<file path="src/rtl/rsa_pkg.sv">
package rsa_pkg;
    typedef enum logic [1:0] {
        SHARE_ALL   = 2'd0,
        SHARE_SPLIT = 2'd1,
        SHARE_CAP   = 2'd2,
        SHARE_BAD   = 2'd3
    } share_mode_e;
endpackage

</file>
<file path="src/rtl/rsa_active_count.sv">
module rsa_active_count #(
    parameter int NT = 4,
    localparam int NW = $clog2(NT + 1)
) (
    input  logic [NT-1:0] mask_i,
    output logic [NW-1:0] count_o
);
    always_comb begin
        count_o = '0;
        for (int i = 0; i < NT; i++) begin
            count_o = count_o + NW'(mask_i[i]);
        end
    end
endmodule

</file>
<file path="src/rtl/rsa_quot_table.sv">
// Quotients of the total by every divisor 1..NT, each a constant-divisor
// divide, then selected by the live active count.
module rsa_quot_table #(
    parameter int NT = 4,
    parameter int CW = 8,
    localparam int NW = $clog2(NT + 1)
) (
    input  logic [CW-1:0] total_i,
    input  logic [NW-1:0] count_i,
    output logic [CW-1:0] share_o,
    output logic [CW-1:0] base_o
);
    logic [CW-1:0] quot [NT];

    for (genvar k = 0; k < NT; k++) begin : g_div
        assign quot[k] = total_i / CW'(k + 1);
    end

    assign base_o = quot[NT-1];

    always_comb begin
        share_o = quot[NT-1];
        for (int k = 0; k < NT; k++) begin
            if (count_i == NW'(k + 1)) share_o = quot[k];
        end
    end
endmodule

</file>
<file path="src/rtl/rsa_free_calc.sv">
module rsa_free_calc #(
    parameter int CW = 8
) (
    input  logic [CW-1:0] limit_i,
    input  logic [CW-1:0] occ_i,
    output logic [CW-1:0] free_o
);
    always_comb begin
        if (occ_i >= limit_i) free_o = '0;
        else                  free_o = limit_i - occ_i;
    end
endmodule

</file>
<file path="src/rtl/rob_share_alloc.sv">
module rob_share_alloc #(
    parameter int NT = 4,
    parameter int CW = 8,
    localparam int NW = $clog2(NT + 1),
    localparam int SW = CW + $clog2(NT + 1)
) (
    input  logic             clk,
    input  logic             rst_n,
    input  logic [1:0]       mode_i,
    input  logic [CW-1:0]    total_i,
    input  logic [CW-1:0]    thresh_i,
    input  logic [NT-1:0]    active_i,
    input  logic [NT*CW-1:0] occ_i,
    output logic [NT*CW-1:0] limit_o,
    output logic [NT*CW-1:0] free_o,
    output logic [CW-1:0]    total_free_o,
    output logic             mode_err_o
);
    import rsa_pkg::*;

    typedef struct packed {
        logic [NT-1:0][CW-1:0] lim;
        logic                  err;
    } state_t;

    state_t        st_d, st_q;
    logic [NW-1:0] n_act;
    logic [CW-1:0] q_share, q_base;
    share_mode_e   mode;

    assign mode = share_mode_e'(mode_i);

    rsa_active_count #(.NT(NT)) u_cnt (
        .mask_i  (active_i),
        .count_o (n_act)
    );

    rsa_quot_table #(.NT(NT), .CW(CW)) u_quot (
        .total_i (total_i),
        .count_i (n_act),
        .share_o (q_share),
        .base_o  (q_base)
    );

    always_comb begin
        st_d = st_q;
        st_d.err = 1'b0;
        for (int t = 0; t < NT; t++) begin
            unique case (mode)
                SHARE_ALL:   st_d.lim[t] = total_i;
                SHARE_SPLIT: st_d.lim[t] = active_i[t] ? q_share : q_base;
                SHARE_CAP:   st_d.lim[t] = (n_act == NW'(1) && active_i[t])
                                           ? total_i : thresh_i;
                default:     st_d.lim[t] = '0;
            endcase
        end
        if (mode == SHARE_BAD) st_d.err = 1'b1;
    end

    always_ff @(posedge clk) begin
        if (!rst_n) st_q <= '0;
        else        st_q <= st_d;
    end

    for (genvar t = 0; t < NT; t++) begin : g_thr
        assign limit_o[t*CW +: CW] = st_q.lim[t];
        rsa_free_calc #(.CW(CW)) u_free (
            .limit_i (st_q.lim[t]),
            .occ_i   (occ_i[t*CW +: CW]),
            .free_o  (free_o[t*CW +: CW])
        );
    end

    logic [SW-1:0] occ_sum;
    always_comb begin
        occ_sum = '0;
        for (int t = 0; t < NT; t++) begin
            occ_sum = occ_sum + SW'(occ_i[t*CW +: CW]);
        end
        if (occ_sum >= SW'(total_i)) total_free_o = '0;
        else                         total_free_o = total_i - occ_sum[CW-1:0];
    end

    assign mode_err_o = st_q.err;
endmodule

</file>
<file path="config.mk">
export PLATFORM = sky130hd
export DESIGN_NAME = rob_share_alloc
export DESIGN_NICKNAME = d
export VERILOG_FILES = /design/src/rtl/rsa_pkg.sv /design/src/rtl/rsa_active_count.sv /design/src/rtl/rsa_quot_table.sv /design/src/rtl/rsa_free_calc.sv /design/src/rtl/rob_share_alloc.sv
export SDC_FILE = /design/constraint.sdc
export NUM_CORES = 1
export LEC_CHECK = 0
export ABC_AREA = 1
export BUFFER_PORTS_ARGS = -buffer_cell sky130_fd_sc_hd__buf_2
export CORE_AREA = 10 10 110 112
export CTS_CLUSTER_SIZE = 12
export DETAILED_ROUTE_END_ITERATION = 10
export DIE_AREA = 0 0 120 122
export MAX_ROUTING_LAYER = met4
export PLACE_DENSITY = 0.74
export SETUP_SLACK_MARGIN = 0.1
export SKIP_LAST_GASP = 1
export SLEW_MARGIN = 20
export SYNTH_ARGS = -nofsm -noshare
export SYNTH_HDL_FRONTEND = slang
export SYNTH_SLANG_ARGS = --single-unit
</file>
<file path="constraint.sdc">
create_clock -name clk -period 4.1 [get_ports clk]
set_input_delay 0.205 -clock clk [delete_from_list [all_inputs] [get_ports clk]]
set_output_delay 0.205 -clock clk [all_outputs]
set_load 0.005 [all_outputs]
</file>
======== After elaboration in Yosys (flattened, before gate mapping) ========
Cells that the tools add are included.
operators by class
  divide/modulo/power cells ............... 1
  mux-type cells .......................... 22
  order comparisons ....................... 5
  $add $sub $neg .......................... 11
  eq/ne operators ......................... 7
  reductions and logical operators ........ 5
operators with widths
  cell                   number
  $mux W8                17
  $pmux W8 S3            4
  $sub A8 B8 Y8          5
  $ge A8 B8 Y1           4
  $add A10 B8 Y11        1
  $ge A11 B8 Y1          1
  $add A9 B8 Y10         1
  $add A8 B8 Y9          1
  $div A8 B2 Y8 const B  1
  $add A3 B1 Y3          2
  $eq A3 B2 Y1 const B   2
  $eq A2 B2 Y1 const B   2
  $logic_and A1 B1 Y1    4
  $eq A3 B1 Y1 const B   1
  $eq A3 B3 Y1 const B   1
  $add A1 B1 Y2          1
  $eq A2 B1 Y1 const B   1
  $logic_not A2 Y1       1
  $mux W1                1
word-level totals
  register bits after elaboration ......... 33
  output and inout port bits .............. 73
  input bits .............................. 56
  logic and storage cells ................. 56

======== Depth between registers and ports, before layout ========
Gate-level depths: netlist (run 1).
  word-level depth ........................ 10
  gate-level depth with buffers ........... 25
  gate-level depth less buffers ........... 25

======== By module ========
From an unflattened synthesis (run 1), not the netlist that was laid out.
second synthesis, totals
  cells, all modules ...................... 916
  area total of the unflattened synthesis .. 5720.5 µm²
by module, submodules not included
  module            area an instance (µm²)  sequential area each (µm²)  times used  cells an instance
  rob_share_alloc   3163.0                  660.6                       1           446
  rsa_free_calc     480.5                   0.0                         4           87
  rsa_quot_table    571.8                   0.0                         1           114
  rsa_active_count  63.8                    0.0                         1           8

======== Least setup slack after synthesis (run 1) ========
Ideal clock, no wire load.
  path type ............................... in2out
  start ................................... input port occ_i[1]
  end ..................................... output port total_free_o[2]
  setup slack ............................. 0.239 ns
  stages .................................. 16
  data required time ...................... 3.895 ns
  arrival ................................. 3.656 ns
  buffers on the path ..................... 0
  path through ............................ fa_1 -> fa_1 -> ha_1 -> fa_1 -> a21oi_1 -> o21bai_1 -> a21oi_1 -> o21ai_0 -> xnor2_1 -> inv_1 -> ha_1 -> nand3_1 -> nor3_1 -> a2111oi_0 -> o211ai_1 -> nor3b_1
between the ends
  longest elaborated chain between the ends .. 5
  elaborated cells between the ends (all ways) .. 6
  those cells by class .................... add/sub (4); order compare (1); mux (1)
RTL lines
  what                                            line                                          RTL
  from (decl)                                     rob_share_alloc.sv:13                         input logic [NT*CW-1:0] occ_i,
  $add A8 B8 Y9 (*)                               rob_share_alloc.sv:78                         occ_sum = occ_sum + SW'(occ_i[t*CW +: CW]);
  $add A9 B8 Y10 (*)                              rob_share_alloc.sv:78
  $add A10 B8 Y11 (*)                             rob_share_alloc.sv:78
  $ge A11 B8 Y1 or $sub A8 B8 Y8 (tied branches)  rob_share_alloc.sv:80, rob_share_alloc.sv:81
  $mux W8 (*)                                     rob_share_alloc.sv:80                         if (occ_sum >= SW'(total_i)) total_free_o = '0;
  to (decl)                                       rob_share_alloc.sv:16                         output logic [CW-1:0] total_free_o,
Mark *: on every way between the ends. The rest lies on a longest branch, timed or not.

======== Worst setup path in the final report (run 1) ========
  start ................................... input port occ_i[17]
  end ..................................... output port total_free_o[2]
between the ends
  longest elaborated chain between the ends .. 4
  elaborated cells between the ends (all ways) .. 5
  those cells by class .................... add/sub (3); order compare (1); mux (1)
RTL lines
  what                                            line
  $add A9 B8 Y10 (*)                              rob_share_alloc.sv:78
  $add A10 B8 Y11 (*)                             rob_share_alloc.sv:78
  $ge A11 B8 Y1 or $sub A8 B8 Y8 (tied branches)  rob_share_alloc.sv:80, rob_share_alloc.sv:81
  $mux W8 (*)                                     rob_share_alloc.sv:80
Marks and branches as above.

==> results of run 1 <==
## layout by cell type (no fill, tap or decap), drive strengths merged, types with 7 or more instances in the layout
cell / instances
nor2: 99
a31oi: 15
nand2: 105
ha: 59
buf: 160
nand3: 31
a21oi: 78
nor3b: 9
nor3: 29
o211ai: 9
inv: 137
fa: 22
o21ai: 71
clkbuf: 7
dfxtp: 33
## power by group through the flow
stage | logic (mW) | registers [mW] | clock network, mW
2_1_floorplan | 0.903 | 0.371 | 0
3_3_place_gp | 1.42 | 0.377 | 0
3_5_place_dp | 1.43 | 0.377 | 0
4_1_cts | 1.59 | 0.370 | 0.273
5_1_grt | 2.03 | 0.372 | 0.285
6_report | 1.85 | 0.371 | 0.272
## timing repair
action                                  in CTS  in global routing
gates resized for setup                     19                 34
hold buffers                                 0                  0
buffers inserted                             5                  3
pin swaps                                   19                 24
endpoints found under the setup margin       8                  8
## worst paths after layout
check	from	end	slack, ns	depth (start not counted)
max	occ_i[17]	total_free_o[2]	-0.008	17
min	rst_n	limit_o[22]	0.18	3
## metrics by stage
stage | cell area (um2) | utilization | hold slack (ns) | power (mW)
floorplan | 4880 | - | 0.303 | 1.27
global placement | 5770 | 0.575 | 0.462 | 1.80
detailed placement | 5770 | 0.575 | 0.464 | 1.81
CTS | 6010 | 0.599 | 0.170 | 2.23
global route | 6190 | 0.616 | 0.198 | 2.69
finish | 6190 | 0.616 | 0.176 | 2.49
## logic make-up after synthesis
family | synth area share
compound gates | 0.224
xor+xnor | 0.0180
fa+ha+maj | 0.242
buf+inv | 0.128
flops | 0.135
simple gates | 0.253
## sequential cells by signal, indices dropped and copies added, names as in the netlist
register / cells
mode_err_o: 1
limit_o: 32
## worst max-delay path, cell delays in order
cell	delay [ns]
buf_6	0.10
fa_2	0.59
fa_1	0.46
ha_4	0.19
fa_2	0.37
buf_4	0.17
xor2_4	0.20
ha_4	0.23
nand2_2	0.09
o31ai_1	0.10
o21ai_2	0.17
nand2_2	0.08
a2111oi_4	0.33
o211ai_1	0.14
buf_4	0.19
nor3b_2	0.16
buf_2	0.13
## final cells by class
| class | instances | area [um2] | area share |
|---|---|---|---|
| Multi-Input combinational cell | 564 | 3820 | 0.618 |
| Timing Repair Buffer | 160 | 902 | 0.146 |
| Sequential cell | 33 | 661 | 0.107 |
| Inverter | 141 | 532 | 0.0859 |
| Tap cell | 136 | 170 | 0.0275 |
| Clock buffer | 7 | 96.3 | 0.0156 |
| Clock inverter | 1 | 5.00 | 0.000809 |
## layer usage
metal	track usage	part of all wire	vias to the layer above
met4	0.0573	0.022	0
li1	-	-	2796
met3	0.0402	0.077	33
met1	0.279	0.42	2567
met2	0.391	0.48	262
met5	-	0	-
==> metrics.txt, run 1 <==
drt via density 5.43; crit start category input port; most frequent cell after synthesis inv_1; final std cells w/o fill 1042; Seq pwr share 0.149; slew at the pin closest to its max-slew limit 0.990 ns; TritonCTS clock tree built; Mapped Nets 898; DRT Pass-1 Iters 8; Cell Count Post-Placement 1026; power share of the combinational group 0.742; Reg clk slew, reported paths 0.06 ns; H-tree Lvls 2; unrepaired setup endpoints after global routing true; residual DRC count 0; wire length of the first global-routing pass 27200 um; CTS root buffer clkbuf_8; Max IR drop VDD 0.000220 V; HP Class in -> reg; Starting Density 0.486; Die Wd 120 um; vias in the first global route 5436; largest net degree at the start of global routing 30; cts bufs inserted 5; Mean Syn Cell Area 6.41 um2; clk buf depth 2; number of fill cells in the layout 972; arrival time worst endpoint 3.90 ns; Final Max Slew Viols 0; worst-path maximum fanout 8; area leader, netlist ha_1; Routed Antenna Nets 0; ys async rst share 0; failing checks negative setup slack; Hold Vio Cnt, Final 0; All-Layer GR Usage 0.231; Max Freq 243 MHz; status finished with violations; top_reg_cell synth dfxtp_1; initial antenna violation count 0; Std-Cell Rows 37; dpl hpwl 14000 um; Layout Nets 1042; final worst slack -0.00818 ns; Slew headroom 0.338; Cell Area, Synth 4880 um2; number of max-cap violations 0; WS Path Type in -> out; WP data required 3.89 ns; core footprint 10000 um2; area grow syn2layout 26.8%; GP Congestion 1.01; IO Pins 129; Seq/Total Area, Yosys 0.135; synth cell count leaders inv_1 (134), nor2_1 (99), nand2_1 (95), a21oi_1 (74), o21ai_0 (66); Synth top area share 0.151; sw power 1.14 mW; minimum clock period 4.11 ns; final worst-path cycle share 1.00; Vias 5658; P_leak 3.30 nW; power share of the clock group 0.109; Power per Cell Area 402 nW/um2; Pint 1.35 mW; ANT cells 0; CTS sink count 33; Die Span Y 122 um; cell count after synthesis 761; port bufs 128; Setup TNS Final -0.00818 ns; grt total ovfl 0; Synth Register Bits 33; worst slack, placed -0.203 ns; Setup crit end kind output port; Routed wire per std cell 16.6 um; Post-synth EDFFs 0; Area contributors post-synth ha_1 (15%), dfxtp_1 (14%), inv_1 (10%); layout cell share with drive strength beyond 1 0.257; drt initial violations 626; sw frac 0.458; die area 14600 um2; final setup vio count 1; Post-Route WL 17300 um; yosys warns 0; synth unique cells 41
Note: power is estimated with default switching activity, not from simulation.
==> run 2, diff against run 1 <==
--- a/config.mk
+++ b/config.mk
@@ -7,10 +7,10 @@
 export LEC_CHECK = 0
 export ABC_AREA = 1
 export BUFFER_PORTS_ARGS = -buffer_cell sky130_fd_sc_hd__buf_2
-export CORE_AREA = 10 10 110 112
+export CORE_AREA = 2 2 102 104
 export CTS_CLUSTER_SIZE = 12
 export DETAILED_ROUTE_END_ITERATION = 10
-export DIE_AREA = 0 0 120 122
+export DIE_AREA = 0 0 104 106
 export MAX_ROUTING_LAYER = met4
 export PLACE_DENSITY = 0.74
 export SETUP_SLACK_MARGIN = 0.1
==> metrics.txt, run 2 (synthesis results as in run 1) <==
Routed Antenna Nets 0 (unchanged); slew at the pin closest to its max-slew limit 1.04 ns (was 0.990 ns); layout cell share with drive strength beyond 1 0.235 (was 0.257); residual DRC count 0 (unchanged); Final Max Slew Viols 0 (unchanged); Max IR drop VDD 0.000188 V (was 0.000220 V); HP Class in -> reg (unchanged); WP data required 3.89 ns (about the same); port bufs 128 (unchanged); grt total ovfl 0 (unchanged); number of max-cap violations 0 (unchanged); Largest register FFs 32 (unchanged); area grow syn2layout 23.4% (was 26.8%); final setup vio count 0 (was 1); Post-CTS Hold Buffers 0 (unchanged); status complete, no violations (was finished with violations); Std-Cell Rows 37 (unchanged); Slew headroom 0.306 (was 0.338); Die Span Y 106 um (was 122 um); P_leak 3.25 nW (was 3.30 nW); commonest cells after routing, fill and taps aside inv_1 (133), buf_2 (126), nor2_1 (99), nand2_1 (93), a21oi_1 (72) (was inv_1 (132), buf_2 (124), nor2_1 (99), nand2_1 (91), a21oi_1 (66)); Setup crit end kind output port (unchanged); arrival time worst endpoint 3.85 ns (was 3.90 ns); Max Freq 246 MHz (was 243 MHz); Vias 5553 (was 5658); GP Congestion 0.980 (was 1.01); DRT Pass-1 Iters 5 (was 8); wire length of the first global-routing pass 25200 um (was 27200 um); Die Wd 104 um (was 120 um); cts bufs inserted 5 (unchanged); drt initial violations 432 (was 626); initial antenna violation count 0 (unchanged); Post-Route WL 15700 um (was 17300 um); Power per Cell Area 369 nW/um2 (was 402 nW/um2); core footprint 10000 um2 (about the same); minimum clock period 4.06 ns (was 4.11 ns); H-tree Lvls 2 (unchanged); All-Layer GR Usage 0.289 (was 0.231); Pwr Total 2.22 mW (was 2.49 mW); Starting Density 0.488 (was 0.486); WHS 0.166 ns (was 0.176 ns); IO Pins 129 (unchanged); Layout Nets 1039 (was 1042); vias in the first global route 5094 (was 5436); unrepaired setup endpoints after global routing true (unchanged); Routed wire per std cell 15.1 um (was 16.6 um); drt via density 5.34 (was 5.43); largest net degree at the start of global routing 30 (unchanged); most common cell after layout, fill and taps aside inv_1 (unchanged); dpl hpwl 12900 um (was 14000 um); ANT cells 0 (unchanged); CTS root buffer clkbuf_8 (unchanged); clk buf depth 2 (unchanged); number of fill cells in the layout 989 (was 972); CTS sink count 33 (unchanged); final worst-path cycle share 0.990 (was 1.00); TritonCTS clock tree built (unchanged); WS Path Type in -> out (unchanged); worst-path maximum fanout 8 (unchanged); Reg clk slew, reported paths 0.06 ns (about the same); die area 11000 um2 (was 14600 um2); crit start category input port (unchanged); Hold Vio Cnt, Final 0 (unchanged)
## run 2: changes by cell type in the layout (fill, tap and decap cells not counted), sizes merged
cell and change:
clkinv +1, clkbuf -1, buf -3
## run 2: metal layers
metal | GRT usage | wire [um] | part of all wire | vias up
li1 | - | - | - | 2796
met1 | 0.386 | 6910 | 0.44 | 2475
met2 | 0.470 | 7260 | 0.46 | 250
met3 | 0.0337 | 1150 | 0.073 | 32
met4 | 0.0724 | 399 | 0.025 | 0
met5 | - | 0 | 0 | -
## run 2: worst max-delay path: stages
cell       delay (ns)
buf_6            0.10
fa_1             0.57
fa_1             0.43
ha_2             0.20
fa_2             0.36
a21oi_2          0.15
o21bai_1         0.11
a21oi_1          0.20
o21ai_2          0.10
xnor2_1          0.15
inv_1            0.09
ha_4             0.23
nand3_2          0.07
nor3_2           0.04
a2111oi_2        0.27
o211ai_1         0.13
buf_4            0.18
nor3b_2          0.14
buf_2            0.12
## run 2: final timing paths
| kind | cells past startpoint | slack [ns] | endpoint | from |
|---|---|---|---|---|
| max | 19 | 0.04 | total_free_o[2] | occ_i[17] |
| min | 3 | 0.17 | limit_o[14] | rst_n |
## run 2: layout make-up
class / instances / area [um2] / share of cell area
Clock buffer: 6 / 72.6 / 0.0121
Clock inverter: 2 / 10.0 / 0.00166
Inverter: 141 / 529 / 0.0879
Multi-Input combinational cell: 564 / 3700 / 0.616
Sequential cell: 33 / 661 / 0.110
Tap cell: 136 / 170 / 0.0283
Timing Repair Buffer: 157 / 871 / 0.145
## run 2: repair_timing
item / in CTS / in global routing
resized for setup: 15 / 11
setup endpoints to repair: 8 / 8
pin swaps: 16 / 8
setup buffers: 2 / 5
## run 2: per-stage QoR
stage | instance area [um2] | utilization | setup slack (ns) | setup TNS, ns | instances
floorplan | 4880 | - | 0.239 | 0 | 761
global placement | 5760 | 0.576 | -0.115 | -0.249 | 1024
detailed placement | 5760 | 0.576 | -0.161 | -0.515 | 1024
CTS | 5940 | 0.594 | 0.0416 | 0 | 1034
global route | 6020 | 0.602 | -0.144 | -0.635 | 1039
finish | 6020 | 0.602 | 0.0421 | 0 | 1039
## run 2: power breakdown
group / internal, mW / total, mW / leakage [nW] / switching (mW)
Combinational: 0.734 / 1.62 / 2.94 / 0.882
Clock: 0.117 / 0.232 / 0.0450 / 0.114
Sequential: 0.347 / 0.372 / 0.272 / 0.0250
Total: 1.20 / 2.22 / 3.25 / 1.02
